$ cat src/rtl/bi_pkg.sv
// Package: shared widths, the queued transaction record and a byte-parity helper.
// Assumes a 32-bit address and data path, as the checksum layout requires.
package bi_pkg;
    localparam int unsigned ADDR_W  = 32;
    localparam int unsigned DATA_W  = 32;
    localparam int unsigned NBYTES  = DATA_W / 8;
    localparam int unsigned ACHK_W  = 12;
    localparam int unsigned RCHK_W  = NBYTES + 1;

    // Attributes remembered for each granted transaction
    typedef struct packed {
        logic is_write;
        logic chk_en;
    } txn_t;

    // Even parity (XOR) of every byte of a 32-bit word
    function automatic logic [NBYTES-1:0] byte_xor(input logic [DATA_W-1:0] w);
        logic [NBYTES-1:0] p;
        for (int b = 0; b < NBYTES; b++) begin
            p[b] = ^w[8*b +: 8];
        end
        return p;
    endfunction
endpackage

$ cat src/rtl/bi_achk_gen.sv
// Address-phase checksum generator.
// Purely combinational. With INSTR_PORT=1 the write-side fields are replaced
// by fixed values, and the related inputs are not used.
module bi_achk_gen
    import bi_pkg::*;
#(
    parameter bit INSTR_PORT = 1'b0
) (
    input  logic [ADDR_W-1:0] addr_i,
    input  logic [2:0]        prot_i,
    input  logic [1:0]        memtype_i,
    input  logic [3:0]        be_i,
    input  logic              we_i,
    input  logic              dbg_i,
    input  logic [5:0]        atop_i,
    input  logic [DATA_W-1:0] wdata_i,
    output logic [ACHK_W-1:0] achk_o
);
    logic [3:0]        be_eff;
    logic              we_eff;
    logic [5:0]        atop_eff;
    logic [DATA_W-1:0] wdata_eff;

    // Select the field values that enter the checksum for this port kind
    generate
        if (INSTR_PORT) begin : g_instr
            assign be_eff    = 4'b1111;
            assign we_eff    = 1'b0;
            assign atop_eff  = '0;
            assign wdata_eff = '0;
        end else begin : g_data
            assign be_eff    = be_i;
            assign we_eff    = we_i;
            assign atop_eff  = atop_i;
            assign wdata_eff = wdata_i;
        end
    endgenerate

    // Assemble the checksum, mixing even and odd parity conventions per field
    always_comb begin
        achk_o[3:0]  = byte_xor(addr_i);
        achk_o[4]    = ~^{prot_i, memtype_i};
        achk_o[5]    = ~^{be_eff, we_eff};
        achk_o[6]    = ~dbg_i;
        achk_o[7]    = ^atop_eff;
        achk_o[11:8] = byte_xor(wdata_eff);
    end
endmodule

$ cat src/rtl/bi_txn_fifo.sv
// Outstanding-transaction queue.
// Pushes on an accepted grant, pops on a response and flags responses that
// arrive while empty. Assumes DEPTH >= 1, and that a grant arriving while the
// queue is full without a pop in the same cycle is not recorded.
module bi_txn_fifo
    import bi_pkg::*;
#(
    parameter int unsigned DEPTH = 2
) (
    input  logic clk_i,
    input  logic rst_ni,
    input  logic push_i,
    input  txn_t push_data_i,
    input  logic rvalid_i,
    output logic pending_o,
    output txn_t head_o,
    output logic orphan_o
);
    localparam int unsigned PTR_W = (DEPTH > 1) ? $clog2(DEPTH) : 1;
    localparam int unsigned CNT_W = $clog2(DEPTH + 1);

    txn_t             mem_q [DEPTH];
    logic [PTR_W-1:0] wr_q, rd_q;
    logic [CNT_W-1:0] cnt_q;
    logic             pop, do_push, full;

    // Derive occupancy flags and the effective push/pop strobes
    always_comb begin
        pending_o = (cnt_q != '0);
        full      = (cnt_q == CNT_W'(DEPTH));
        pop       = rvalid_i & pending_o;
        orphan_o  = rvalid_i & ~pending_o;
        do_push   = push_i & (~full | pop);
        head_o    = mem_q[rd_q];
    end

    // Advance pointers and occupancy count
    always_ff @(posedge clk_i) begin
        if (!rst_ni) begin
            wr_q  <= '0;
            rd_q  <= '0;
            cnt_q <= '0;
        end else begin
            if (do_push) wr_q <= (wr_q == PTR_W'(DEPTH - 1)) ? '0 : wr_q + 1'b1;
            if (pop)     rd_q <= (rd_q == PTR_W'(DEPTH - 1)) ? '0 : rd_q + 1'b1;
            if (do_push && !pop)      cnt_q <= cnt_q + 1'b1;
            else if (pop && !do_push) cnt_q <= cnt_q - 1'b1;
        end
    end

    // Store attributes of each newly granted transaction
    always_ff @(posedge clk_i) begin
        if (!rst_ni) begin
            for (int i = 0; i < DEPTH; i++) mem_q[i] <= '0;
        end else if (do_push) begin
            mem_q[wr_q] <= push_data_i;
        end
    end

    assert_cnt_bound_R9: assert property (@(posedge clk_i) disable iff (!rst_ni)
        cnt_q <= CNT_W'(DEPTH));

    assert_cnt_grows_R9: assert property (@(posedge clk_i) disable iff (!rst_ni)
        (push_i && !full && !rvalid_i) |=> (cnt_q == $past(cnt_q) + 1'b1));

    assert_orphan_no_underflow_R10: assert property (@(posedge clk_i) disable iff (!rst_ni)
        (orphan_o && !push_i) |=> (cnt_q == '0));
endmodule

$ cat src/rtl/bi_rsp_check.sv
// Response-side integrity checker.
// Judges response-valid parity and the response checksum against the
// attributes of the oldest outstanding transaction. Assumes head_i is only
// meaningful while pending_i is 1.
module bi_rsp_check
    import bi_pkg::*;
(
    input  logic              pending_i,
    input  txn_t              head_i,
    input  logic              rvalid_i,
    input  logic              rvalidpar_i,
    input  logic [DATA_W-1:0] rdata_i,
    input  logic              err_i,
    input  logic              exokay_i,
    input  logic [RCHK_W-1:0] rchk_i,
    output logic              bad_o
);
    logic [RCHK_W-1:0] rchk_exp;
    logic              armed, par_bad, flag_bad, data_bad;

    // Compare incoming parity and checksum with the expected values
    always_comb begin
        rchk_exp = {err_i ^ exokay_i, byte_xor(rdata_i)};
        armed    = pending_i & head_i.chk_en;
        par_bad  = armed & (rvalidpar_i == rvalid_i);
        flag_bad = armed & rvalid_i & (rchk_i[RCHK_W-1] != rchk_exp[RCHK_W-1]);
        data_bad = armed & rvalid_i & ~head_i.is_write
                   & (rchk_i[NBYTES-1:0] != rchk_exp[NBYTES-1:0]);
        bad_o    = par_bad | flag_bad | data_bad;
    end
endmodule

$ cat src/rtl/bus_integrity_guard.sv
// Bus port integrity guard.
// Generates request parity and the address-phase checksum, checks grant
// parity, response parity and the response checksum, and detects orphan
// responses. Assumes a response is never returned in its own grant cycle.
module bus_integrity_guard
    import bi_pkg::*;
#(
    parameter int unsigned DEPTH      = 2,
    parameter bit          INSTR_PORT = 1'b0
) (
    input  logic              clk_i,
    input  logic              rst_ni,
    input  logic              integ_en_i,
    input  logic              attr_integ_i,
    input  logic              req_i,
    input  logic              gnt_i,
    input  logic              gntpar_i,
    input  logic [ADDR_W-1:0] addr_i,
    input  logic [2:0]        prot_i,
    input  logic [1:0]        memtype_i,
    input  logic [3:0]        be_i,
    input  logic              we_i,
    input  logic              dbg_i,
    input  logic [5:0]        atop_i,
    input  logic [DATA_W-1:0] wdata_i,
    input  logic              rvalid_i,
    input  logic              rvalidpar_i,
    input  logic [DATA_W-1:0] rdata_i,
    input  logic              err_i,
    input  logic              exokay_i,
    input  logic [RCHK_W-1:0] rchk_i,
    output logic              reqpar_o,
    output logic [ACHK_W-1:0] achk_o,
    output logic              integ_err_o,
    output logic              alert_major_o
);
    logic chk_on, gnt_bad, rsp_bad, pending, orphan;
    txn_t new_txn, head;

    bi_achk_gen #(.INSTR_PORT(INSTR_PORT)) u_achk (
        .addr_i(addr_i), .prot_i(prot_i), .memtype_i(memtype_i), .be_i(be_i),
        .we_i(we_i), .dbg_i(dbg_i), .atop_i(atop_i), .wdata_i(wdata_i),
        .achk_o(achk_o)
    );

    // Request parity and grant-phase check with the two-level enable
    always_comb begin
        reqpar_o         = ~req_i;
        chk_on           = integ_en_i & attr_integ_i;
        gnt_bad          = req_i & chk_on & (gntpar_i == gnt_i);
        new_txn.is_write = INSTR_PORT ? 1'b0 : we_i;
        new_txn.chk_en   = chk_on;
    end

    bi_txn_fifo #(.DEPTH(DEPTH)) u_fifo (
        .clk_i(clk_i), .rst_ni(rst_ni), .push_i(req_i & gnt_i),
        .push_data_i(new_txn), .rvalid_i(rvalid_i), .pending_o(pending),
        .head_o(head), .orphan_o(orphan)
    );

    bi_rsp_check u_rsp (
        .pending_i(pending), .head_i(head), .rvalid_i(rvalid_i),
        .rvalidpar_i(rvalidpar_i), .rdata_i(rdata_i), .err_i(err_i),
        .exokay_i(exokay_i), .rchk_i(rchk_i), .bad_o(rsp_bad)
    );

    // Merge error sources into the two report outputs
    always_comb begin
        integ_err_o   = gnt_bad | rsp_bad;
        alert_major_o = integ_err_o | orphan;
    end

    assert_orphan_alerts_R10: assert property (@(posedge clk_i) disable iff (!rst_ni)
        orphan |-> alert_major_o);

    assert_orphan_unchecked_R10: assert property (@(posedge clk_i) disable iff (!rst_ni)
        (orphan && !gnt_bad) |-> !rsp_bad);

    assert_idle_quiet_R8: assert property (@(posedge clk_i) disable iff (!rst_ni)
        (!pending && !chk_on) |-> !integ_err_o);

    assert_err_alerts_R11: assert property (@(posedge clk_i) disable iff (!rst_ni)
        integ_err_o |-> alert_major_o);
endmodule

$ cat config.mk
export PLATFORM = sky130hd
export DESIGN_NAME = bus_integrity_guard
export DESIGN_NICKNAME = d
export VERILOG_FILES = /design/src/rtl/bi_pkg.sv /design/src/rtl/bi_achk_gen.sv /design/src/rtl/bi_txn_fifo.sv /design/src/rtl/bi_rsp_check.sv /design/src/rtl/bus_integrity_guard.sv
export SDC_FILE = /design/constraint.sdc
export NUM_CORES = 1
export LEC_CHECK = 0
export BUFFER_PORTS_ARGS = -buffer_cell sky130_fd_sc_hd__buf_2
export CORE_MARGIN = 4
export CORE_UTILIZATION = 36
export DETAILED_ROUTE_END_ITERATION = 10
export PLACE_DENSITY = 0.83
export SLEW_MARGIN = 20
export SYNTH_ARGS = -nofsm -noshare
export SYNTH_HDL_FRONTEND = slang
export SYNTH_SLANG_ARGS = --single-unit
$ cat constraint.sdc
create_clock -name clk_i -period 2.23 [get_ports clk_i]
set_input_delay 0 -clock clk_i [delete_from_list [all_inputs] [get_ports clk_i]]
set_output_delay 0 -clock clk_i [all_outputs]
set_load 0.01 [all_outputs]
==> flow_metrics.tcl <==
set metrics [dict create \
    via_per_inst 4.34 \
    synth_top_area_share_pct 51.0 \
    fin_setup_tns_ps 0 \
    grt_pass1_vias 1528 \
    antenna_found_initial 0 \
    yosys_most_used_dff "dfxtp_1" \
    worstSetupPathType "flop to flop" \
    report.final.slew_viol_count 0 \
    cts_made_buffers 3 \
    hp-class "input pin to flop" \
    rsz0062_at_grt "no" \
    vdd_drop_max_mv 0.519 \
    critPathRequiredTime_ps 2390 \
    area_growth_pct 58.8 \
    async_flop_share_pct 0 \
    finish.utilization_pct 60.2 \
    reg2reg_slack_ps 640 \
    reg2reg_depth 6 \
    drive_gt1_share_pct 49.7 \
    synth_edf_count 4 \
    finalInstanceArea_um2 2240 \
    arrival_ps 1750 \
    die_h_um 70.5 \
    synth_cell_types 24 \
    cap_violations 0 \
    synth_nets 282 \
    max-slew-margin-rel_pct 80.7 \
    drc 0 \
    worst_pin_slew_ps 287 \
    die_x_um 70.5 \
    antenna_left 0 \
    status "finished clean" \
    gp_congestion 0.769 \
    crit_end "u_fifo.cnt_q[1]" \
    yosysWarnings 0 \
    io_buffer_count 143 \
    antenna_cells 0 \
    cts_max_level 1 \
    nets 431 \
    period_share_pct 71.2 \
    ys_seq_elements 9 \
    num_rows 22 \
    clkSinkCount 9 \
    r2r_end "u_fifo.cnt_q[1]" \
    track_usage_pct 15.1 \
    grt_max_degree 10 \
    start_util_pct 37.9 \
    skew_ps 0.906 \
    first_pass_iters 4 \
    ys_seq_area_share_pct 15.6 \
    overflow 0 \
    netlist.top_cell.by_area "xnor2_1" \
    cellPowerDensity_nw_per_um2 528 \
    drt_iter0_drc 14 \
    avgSynthCellArea_um2 9.26 \
    core-area_um2 3720 \
    clk_latency_ps 230 \
    synth.top_cells.by_area "xnor2_1, xor2_1, edfxtp_1" \
    die_area_um2 4970 \
    fin_crit_ps 1590 \
    routed_wl_um 4000 \
    cts-hold-fix-buffers 0 \
    place_hpwl_um 3710 \
    root_buffer "clkbuf_8" \
    crit_start "u_fifo.cnt_q[0]" \
    clk_pin_slew_ps 40 \
    dpl_cell_area_um2 2190 \
    post_cts_resized 0 \
    clk_path_buf_depth 2 \
    setup_viol_count_final 0 \
    wire_per_inst_um 11.5 \
    crit_fanout 6 \
    fmax_mhz 629 \
    io_pins 144 \
    leakagePower_uw 0.00108 \
    synth_area_um2 1410 \
    critPathLaunchType "flop" \
    finalHoldViolCount 0 \
    grt_first_pass_wirelength_um 6220 \
    finalPower_uw 1180 \
    postCtsSetupRepairBufs 0 \
    critPathCaptureType "flop" \
    r2r-start "u_fifo.cnt_q[0]" \
    cts_tree "yes" \
    netlist_instances 152 \
    vias 1511 \
]
[critical path, stage by stage, from the launching register on]
cell	delay, ps
dfxtp_1	400
nor2_1	70
a21oi_1	140
buf_4	150
ha_1	260
or3_1	350
a21boi_0	150
[cell usage in the layout (no fill, tap or decap)]
master    count
nand2_1       6
buf_2       143
a32oi_1       1
a21boi_0      1
clkbuf_1      1
ha_1          1
clkbuf_8      3
buf_4         1
o21ai_0       3
or3_1         1
nand3_1       2
xnor3_2       1
xnor3_1       3
nor3_1        2
xnor2_1      82
nand2b_1      1
nor2_1        6
xor2_1       18
dfxtp_1       5
a21oi_1       1
mux2i_1       2
nor4_2        1
and2_1        4
edfxtp_1      4
or3b_1        1
o21ai_1       1
inv_1         4
o211ai_1      1
[cell type report]
class	count	area [um2]
multi-input cells	139	1170
flip-flops and latches	9	220
repair buffers	144	723
fillers	336	1480
clock buffers	4	45.0
well taps	48	60.1
inverters	4	15.0
[per-stage QoR]
stage / worst slack (ps) / hold WS, ps / instances
after floorplan: 577 / 43.5 / 152
after global placement: 684 / 224 / 344
after detailed placement: 640 / 224 / 344
after CTS: 625 / 86.2 / 348
after global routing: 463 / 104 / 348
final: 641 / 90.6 / 348
[worst min-delay path by stage]
stage	startpoint	endpoint	slack, ps	cells after the start
detailed placement	dbg_i	achk_o[6]	220	3
finish	rst_ni	u_fifo.cnt_q[1]	90	2
CTS	rst_ni	u_fifo.rd_q	90	2
global route	rst_ni	u_fifo.rd_q	100	2
floorplan	dbg_i	achk_o[6]	40	1
global placement	dbg_i	achk_o[6]	220	3
[synth_stat cells (all sizes together) (2+ instances only)]
master  instances
xnor2          82
xor2           18
nand2           6
nor2            6
dfxtp           5
and2            4
edfxtp          4
inv             4
o21ai           4
xnor3           4
mux2i           2
nand3           2
nor3            2
[cells by family (layout without fill, tap and decap cells)]
| kind of cell | after synthesis | count (layout) | share of synthesized area, % |
|---|---|---|---|
| AOI/OAI and AO/OA | 8 | 8 | 3.47 |
| muxes | 2 | 2 | 1.42 |
| DFF | 9 | 9 | 15.6 |
| xor gates and xnor gates | 104 | 104 | 68.7 |
| and+or+nand+nor | 24 | 24 | 8.80 |
| buffers and inverters | 4 | 152 | 1.07 |
| adders and majority gates | 1 | 1 | 0.889 |
[power by group]
group / internal (uW) / switching (uW) / total [uW]
clock network: 124 / 62.2 / 187
logic: 429 / 321 / 750
registers: 212 / 32.5 / 244
[per-layer routing]
| metal | part of all wire [%] | track usage (%) | wire length (um) | vias to the layer above |
|---|---|---|---|---|
| li1 | - | - | - | 778 |
| met1 | 34 | 15.1 | 1350 | 662 |
| met2 | 56 | 31.7 | 2240 | 66 |
| met3 | 9.1 | 2.13 | 363 | 5 |
| met4 | 1.0 | 3.76 | 40 | 0 |
| met5 | 0 | 0 | 0 | - |
(Power assumes the default switching activity.)
